### src/rtl/bpage_agen_pkg.sv
package bpage_agen_pkg;
  typedef enum logic [2:0] {
    AM_PAGE   = 3'd0,
    AM_PAGE_X = 3'd1,
    AM_PAGE_Y = 3'd2,
    AM_IND_X  = 3'd3,
    AM_IND_Y  = 3'd4,
    AM_IND_Z  = 3'd5,
    AM_STK_Y  = 3'd6,
    AM_RSVD   = 3'd7
  } amode_e;

  typedef enum logic [1:0] {
    SQ_IDLE = 2'd0,
    SQ_LO   = 2'd1,
    SQ_HI   = 2'd2,
    SQ_FIN  = 2'd3
  } seq_e;

  function automatic logic needs_fetch(amode_e m);
    return (m == AM_IND_X) || (m == AM_IND_Y) || (m == AM_IND_Z) || (m == AM_STK_Y);
  endfunction
endpackage

### src/rtl/bpage_reg.sv
module bpage_reg #(
  parameter int DW = 8
) (
  input  logic          clk,
  input  logic          rst_n,
  input  logic          load,
  input  logic [DW-1:0] wdata,
  output logic [DW-1:0] q
);
  logic [DW-1:0] q_d;

  always_comb begin
    q_d = q;
    if (load) q_d = wdata;
  end

  always_ff @(posedge clk or negedge rst_n) begin
    if (!rst_n) q <= '0;
    else        q <= q_d;
  end
endmodule

### src/rtl/bpage_loc_calc.sv
module bpage_loc_calc
  import bpage_agen_pkg::*;
#(
  parameter int DW       = 8,
  parameter bit STACK_EN = 1'b1,
  localparam int AW      = 2 * DW
) (
  input  amode_e        mode,
  input  logic [DW-1:0] operand,
  input  logic [DW-1:0] idx_x,
  input  logic [DW-1:0] idx_y,
  input  logic [DW-1:0] idx_z,
  input  logic [DW-1:0] bp,
  input  logic [AW-1:0] stack_ptr,
  output logic [AW-1:0] page_ea,
  output logic [AW-1:0] loc_lo,
  output logic [AW-1:0] loc_hi,
  output logic [DW-1:0] post_idx,
  output logic          fetch,
  output logic          in_page
);
  logic [DW-1:0] off_direct;
  logic [DW-1:0] off_ptr;
  logic [DW-1:0] off_ptr_nx;

  always_comb begin
    unique case (mode)
      AM_PAGE_X: off_direct = operand + idx_x;
      AM_PAGE_Y: off_direct = operand + idx_y;
      default:   off_direct = operand;
    endcase
    off_ptr    = (mode == AM_IND_X) ? operand + idx_x : operand;
    off_ptr_nx = off_ptr + 1'b1;
    page_ea    = {bp, off_direct};
    fetch      = needs_fetch(mode);
    unique case (mode)
      AM_IND_Y, AM_STK_Y: post_idx = idx_y;
      AM_IND_Z:           post_idx = idx_z;
      default:            post_idx = '0;
    endcase
  end

  generate
    if (STACK_EN) begin : g_stack
      logic [AW-1:0] stk_loc;
      assign stk_loc = stack_ptr + {{DW{1'b0}}, operand};
      always_comb begin
        in_page = (mode != AM_STK_Y);
        loc_lo  = in_page ? {bp, off_ptr}    : stk_loc;
        loc_hi  = in_page ? {bp, off_ptr_nx} : stk_loc + 1'b1;
      end
    end else begin : g_nostack
      logic [AW-1:0] unused_sp;
      assign unused_sp = stack_ptr;
      always_comb begin
        in_page = 1'b1;
        loc_lo  = {bp, off_ptr};
        loc_hi  = {bp, off_ptr_nx};
      end
    end
  endgenerate
endmodule

### src/rtl/bpage_seq.sv
module bpage_seq
  import bpage_agen_pkg::*;
#(
  parameter int DW  = 8,
  localparam int AW = 2 * DW
) (
  input  logic          clk,
  input  logic          rst_n,
  input  logic          start,
  input  logic          fetch,
  input  logic          in_page,
  input  logic [AW-1:0] page_ea,
  input  logic [AW-1:0] loc_lo,
  input  logic [AW-1:0] loc_hi,
  input  logic [DW-1:0] post_idx,
  input  logic [DW-1:0] mem_rdata,
  output logic          mem_req,
  output logic [AW-1:0] mem_addr,
  output logic          busy,
  output logic          ea_valid,
  output logic [AW-1:0] ea
);
  seq_e          state, state_d;
  logic [AW-1:0] lo_q, hi_q;
  logic [DW-1:0] pidx_q, plo_q;
  logic          page_q;
  logic          cap_en, plo_en, ea_en;
  logic [AW-1:0] ea_d;

  always_comb begin
    state_d = state;
    cap_en  = 1'b0;
    plo_en  = 1'b0;
    ea_en   = 1'b0;
    ea_d    = ea;
    unique case (state)
      SQ_IDLE: if (start) begin
        if (fetch) begin
          state_d = SQ_LO;
          cap_en  = 1'b1;
        end else begin
          ea_en = 1'b1;
          ea_d  = page_ea;
        end
      end
      SQ_LO:  state_d = SQ_HI;
      SQ_HI: begin
        state_d = SQ_FIN;
        plo_en  = 1'b1;
      end
      SQ_FIN: begin
        state_d = SQ_IDLE;
        ea_en   = 1'b1;
        ea_d    = {mem_rdata, plo_q} + {{DW{1'b0}}, pidx_q};
      end
      default: state_d = SQ_IDLE;
    endcase
  end

  always_ff @(posedge clk or negedge rst_n) begin
    if (!rst_n) begin
      state    <= SQ_IDLE;
      lo_q     <= '0;
      hi_q     <= '0;
      pidx_q   <= '0;
      page_q   <= 1'b1;
      plo_q    <= '0;
      ea       <= '0;
      ea_valid <= 1'b0;
    end else begin
      state    <= state_d;
      ea_valid <= ea_en;
      if (cap_en) begin
        lo_q   <= loc_lo;
        hi_q   <= loc_hi;
        pidx_q <= post_idx;
        page_q <= in_page;
      end
      if (plo_en) plo_q <= mem_rdata;
      if (ea_en)  ea    <= ea_d;
    end
  end

  assign mem_req  = (state == SQ_LO) || (state == SQ_HI);
  assign mem_addr = (state == SQ_HI) ? hi_q : lo_q;
  assign busy     = (state != SQ_IDLE);

  assert_req_inside_busy_R9: assert property (@(posedge clk) disable iff (!rst_n)
    mem_req |-> busy);
  assert_lo_then_hi_R9: assert property (@(posedge clk) disable iff (!rst_n)
    (state == SQ_LO) |=> (state == SQ_HI) && mem_req);
  assert_result_after_fetch_R9: assert property (@(posedge clk) disable iff (!rst_n)
    (state == SQ_FIN) |=> ea_valid && !busy);
  assert_direct_no_fetch_R3: assert property (@(posedge clk) disable iff (!rst_n)
    (!busy && start && !fetch) |=> ea_valid && !mem_req && !busy);
  assert_hi_same_page_R5: assert property (@(posedge clk) disable iff (!rst_n)
    (state == SQ_LO && page_q) |=> mem_addr[AW-1:DW] == $past(mem_addr[AW-1:DW]));
  assert_stack_next_byte_R8: assert property (@(posedge clk) disable iff (!rst_n)
    (state == SQ_LO && !page_q) |=> mem_addr == $past(mem_addr) + 1'b1);
  assert_hold_while_busy_R10: assert property (@(posedge clk) disable iff (!rst_n)
    (busy && state != SQ_FIN) |=> $stable(lo_q) && $stable(hi_q) && $stable(pidx_q));
endmodule

### src/rtl/bpage_agen.sv
module bpage_agen
  import bpage_agen_pkg::*;
#(
  parameter int DW       = 8,
  parameter bit STACK_EN = 1'b1,
  localparam int AW      = 2 * DW
) (
  input  logic          clk,
  input  logic          rst_n,
  input  logic          bp_load,
  input  logic [DW-1:0] bp_wdata,
  output logic [DW-1:0] bp_rdata,
  input  logic          start,
  input  logic [2:0]    mode,
  input  logic [DW-1:0] operand,
  input  logic [DW-1:0] idx_x,
  input  logic [DW-1:0] idx_y,
  input  logic [DW-1:0] idx_z,
  input  logic [AW-1:0] stack_ptr,
  output logic          mem_req,
  output logic [AW-1:0] mem_addr,
  input  logic [DW-1:0] mem_rdata,
  output logic          busy,
  output logic          ea_valid,
  output logic [AW-1:0] ea
);
  logic [1:0]    rst_sync;
  logic          rst_int_n;
  logic [DW-1:0] bp_q;
  logic [AW-1:0] page_ea, loc_lo, loc_hi;
  logic [DW-1:0] post_idx;
  logic          fetch, in_page;

  always_ff @(posedge clk or negedge rst_n) begin
    if (!rst_n) rst_sync <= 2'b00;
    else        rst_sync <= {rst_sync[0], 1'b1};
  end
  assign rst_int_n = rst_sync[1];

  bpage_reg #(.DW(DW)) u_bp (
    .clk   (clk),
    .rst_n (rst_int_n),
    .load  (bp_load),
    .wdata (bp_wdata),
    .q     (bp_q)
  );
  assign bp_rdata = bp_q;

  bpage_loc_calc #(.DW(DW), .STACK_EN(STACK_EN)) u_loc (
    .mode      (amode_e'(mode)),
    .operand   (operand),
    .idx_x     (idx_x),
    .idx_y     (idx_y),
    .idx_z     (idx_z),
    .bp        (bp_q),
    .stack_ptr (stack_ptr),
    .page_ea   (page_ea),
    .loc_lo    (loc_lo),
    .loc_hi    (loc_hi),
    .post_idx  (post_idx),
    .fetch     (fetch),
    .in_page   (in_page)
  );

  bpage_seq #(.DW(DW)) u_seq (
    .clk       (clk),
    .rst_n     (rst_int_n),
    .start     (start),
    .fetch     (fetch),
    .in_page   (in_page),
    .page_ea   (page_ea),
    .loc_lo    (loc_lo),
    .loc_hi    (loc_hi),
    .post_idx  (post_idx),
    .mem_rdata (mem_rdata),
    .mem_req   (mem_req),
    .mem_addr  (mem_addr),
    .busy      (busy),
    .ea_valid  (ea_valid),
    .ea        (ea)
  );

  assert_bp_load_visible_R2: assert property (@(posedge clk) disable iff (!rst_int_n)
    bp_load |=> bp_rdata == $past(bp_wdata));
  assert_bp_holds_R2: assert property (@(posedge clk) disable iff (!rst_int_n)
    !bp_load |=> $stable(bp_rdata));
  assert_valid_single_R9: assert property (@(posedge clk) disable iff (!rst_int_n)
    (ea_valid && busy) |-> 1'b0);
endmodule

### config.mk
export PLATFORM = sky130hd
export DESIGN_NAME = bpage_agen
export DESIGN_NICKNAME = d
export VERILOG_FILES = /design/src/rtl/bpage_agen_pkg.sv /design/src/rtl/bpage_reg.sv /design/src/rtl/bpage_loc_calc.sv /design/src/rtl/bpage_seq.sv /design/src/rtl/bpage_agen.sv
export SDC_FILE = /design/constraint.sdc
export NUM_CORES = 1
export LEC_CHECK = 0
export CORE_MARGIN = 8
export CORE_UTILIZATION = 25
export DETAILED_ROUTE_END_ITERATION = 8
export HOLD_SLACK_MARGIN = 0.12
export PLACE_DENSITY = 0.51
export SLEW_MARGIN = 10
export SYNTH_ARGS = -nofsm -noshare
export SYNTH_HDL_FRONTEND = slang
export SYNTH_SLANG_ARGS = --single-unit
### constraint.sdc
create_clock -name clk -period 2.6 [get_ports clk]
set_input_delay 0.52 -clock clk [delete_from_list [all_inputs] [get_ports clk]]
set_output_delay 0.52 -clock clk [all_outputs]
set_load 0.005 [all_outputs]
==> impl_metrics.json <==
{
  "status": "finished with violations",
  "violations": "setup timing",
  "rsz0062_at_grt": "true",
  "die_x_um": 168,
  "place_area_um2": 8060,
  "htree_levels": 3,
  "cts.clk_slew.worst_paths_ns": 0.07,
  "fin_util_pct": 38.4,
  "fin_crit_sh_pct": 101,
  "crit_path_top_delay_cell": "or3_4",
  "synth_area_leaders": "dfrtp_1 33%, ha_1 7.8%, mux2_2 7.4%",
  "grt_use_total_pct": 14.0,
  "cts_buffer_depth": 2,
  "synthesis.area_um2": 5790,
  "first_global_vias": 5590,
  "crit_chain": "buf_8, ha_4, fa_2, a21o_4, a221oi_4, xnor2_2, nand4_1, or3_4, buf_6, nor2_4, xor2_1, o221ai_1",
  "viasPerCell": 4.76,
  "dp_hpwl_um": 15700,
  "timing.critical_path.buf_inv": 2,
  "final_cells": 1147,
  "path_delay_family": "compound AO/OA/AOI/OAI gates",
  "endpoint_kind": "register",
  "critical_path_class": "in2reg",
  "seq_area_frac_synth_pct": 33.3,
  "r2r_end": "u_seq.ea[12]",
  "synth_warnings": 0,
  "synthSimpleGateAreaFrac_pct": 15.7,
  "ys_types": 66,
  "synth_compound_area_share_pct": 19.2,
  "synth_top_area_cell": "dfrtp_1",
  "period_needed_ns": 2.62,
  "async_flop_share_pct": 100,
  "final-hold-violation-count": 0,
  "drtPass1Iterations": 4,
  "antenna_cells": 0,
  "routed_wl_um": 19800,
  "fin_worst_skew_ns": 0.00754,
  "syn_inst": 634,
  "min_path_type": "in2async",
  "worst_slack_ns": -0.0244,
  "antenna_found_initial": 0,
  "ant_nets": 0,
  "drt_iter0_markers": 190,
  "postCtsHoldBufs": 0,
  "grt_overflow": 0,
  "yosysMostFrequentCell": "nand2_1",
  "wl_met1_um": 8920,
  "port_buffers": 113,
  "drive_gt1_share_pct": 29.2,
  "dr.max_layer_used": "met4",
  "irDropWorstVdd_mv": 0.384,
  "num_io_pins": 114,
  "cp_num_cells": 12,
  "fin_nets": 968,
  "grt_max_degree": 76,
  "vias": 5462,
  "wire_per_inst_um": 17.3,
  "cts.sinks": 77,
  "critPathLaunchType": "primary input",
  "cp_slowest_stage_delay_ns": 0.38,
  "coreArea_um2": 22700,
  "worst_ep_required_time_ns": 2.81,
  "synthXorXnorAreaFrac_pct": 8.01,
  "cp.arrival_ns": 2.83,
  "cts_buffers": 9,
  "syn-num-nets": 745,
  "avgSynthCellArea_um2": 9.14,
  "synth_mux_area_share_pct": 10.8,
  "dp.cells": 1120,
  "dieHeight_um": 168,
  "timing.fmax_ghz": 0.381,
  "r2r_start": "u_seq.plo_q[0]",
  "setup_viol": 3,
  "r2r_slack_ns": 0.15,
  "slew_violations": 0,
  "synth_edf_count": 0,
  "r2r_cells": 11,
  "grt_pass1_wl_um": 31200,
  "p_leak_nw": 3.82,
  "routed-wl-met3_um": 779,
  "stdcell_area_um2": 8730,
  "relSlewSlack_pct": 29.8,
  "synth_commonest_cells": "80 x nand2_1, 77 x dfrtp_1, 59 x o21ai_0",
  "ys_ff_latch": 77,
  "dpl_worst_slack_ns": -0.968,
  "drc": 0,
  "met2_length_um": 9920,
  "area_growth_pct": 50.7,
  "synth_adder_area_share_pct": 9.16,
  "cts_tree": "yes",
  "synth_top_family_by_area": "compound AO/OA/AOI/OAI gates",
  "initial_core_util_pct": 25.5,
  "synth-main-ff-cell": "dfrtp_1",
  "die_area_um2": 28300,
  "cp_max_fo": 3,
  "cts-root-buf": "clkbuf_16",
  "synth_top_area_share_pct": 33.3,
  "rows": 55,
  "clkLatencyLatePin_ns": 0.35,
  "place.gp.congestion": 0.892,
  "p_per_area_nw_per_um2": 790,
  "tightest_slew_ns": 1.05,
  "max_cap_viol_count": 0,
  "finalSetupTns_ns": -0.0546
}
## state kept, by name, summed over array words and instances (netlist names)
name and count:
rst_sync 2, u_bp.q 8, u_seq.ea 16, u_seq.ea_valid 1, u_seq.hi_q 16, u_seq.lo_q 16, u_seq.pidx_q 8, u_seq.plo_q 8
u_seq.state 2
## where the power goes
part           internal [mW]  switching, mW
registers               1.69          0.308
logic                   1.99           1.69
clock network          0.659          0.557
total                   4.34           2.56
## how the worst max path moves through the flow
stage          slack, ns        from              to
5_1_grt            -0.14  operand[0]  u_seq.hi_q[15]
3_5_place_dp       -0.97  operand[0]  u_seq.hi_q[14]
6_report           -0.02  operand[0]   u_seq.hi_q[9]
4_1_cts            -0.15  operand[0]  u_seq.hi_q[15]
3_3_place_gp       -0.83  operand[0]   u_seq.hi_q[9]
2_1_floorplan      -0.17  operand[0]  u_seq.hi_q[15]
## metal layers
| metal | up-vias | track usage (%) |
|---|---|---|
| met1 | 2597 | 17.5 |
| met5 | - | 0 |
| met3 | 13 | 2.74 |
| met2 | 111 | 24.5 |
| met4 | 0 | 3.03 |
| li1 | 2741 | - |
## worst register-to-register path: stages, from the launching register on
cell	delay [ns]
dfrtp_1	0.38
ha_1	0.18
inv_1	0.05
fa_1	0.40
nor2b_1	0.13
o21ai_0	0.12
a21boi_1	0.21
o21ai_1	0.16
a211oi_1	0.28
xor2_1	0.23
mux2i_1	0.10
o21ai_0	0.14
## cell type report
cell class | instances | area, µm²
Tap cell | 285 | 357
Sequential cell | 77 | 1930
Inverter | 19 | 71.3
Multi-Input combinational cell | 511 | 3990
Fill cell | 2289 | 14000
Timing Repair Buffer | 239 | 2100
Clock buffer | 9 | 225
Clock inverter | 7 | 56.3
## placed cells by master (no fill, tap or decap), types with 7 or more instances in the layout
cell type,instances
buf_4,122
mux2i_1,20
nand2_1,80
o21ai_0,57
clkbuf_16,9
dlygate4sd2_1,17
nand3_1,12
dfrtp_1,76
a211oi_1,7
clkdlybuf4s50_1,86
nor2_1,33
inv_1,17
a22oi_1,12
mux2_2,38
ha_4,10
ha_1,25
xor2_1,22
o221ai_1,7
xnor2_1,29
a21oi_1,29
## per-stage QoR
stage	power, mW	hold WS [ns]
global route	7.41	0.326
global placement	5.57	0.334
finish	6.90	0.329
CTS	6.96	0.317
floorplan	3.84	0.224
detailed placement	5.60	0.348
## repair_timing
item / CTS / global route
gates resized for setup: 78 / 28
endpoints found under the setup margin: 46 / 30
gates cloned: 1 / 0
pin swaps: 24 / 27
setup buffers: 8 / 2
## cell families (layout without fill, tap and decap cells)
logic type,after synthesis,after routing
AO/OA/AOI/OAI,171,171
AND/OR/NAND/NOR,188,188
other,1,1
XOR/XNOR,53,53
multiplexers,58,58
adder cells (fa/ha/maj),40,40
flip-flops,77,77
buffers and inverters,46,274
No activity file was read; power rests on OpenSTA's default activity.
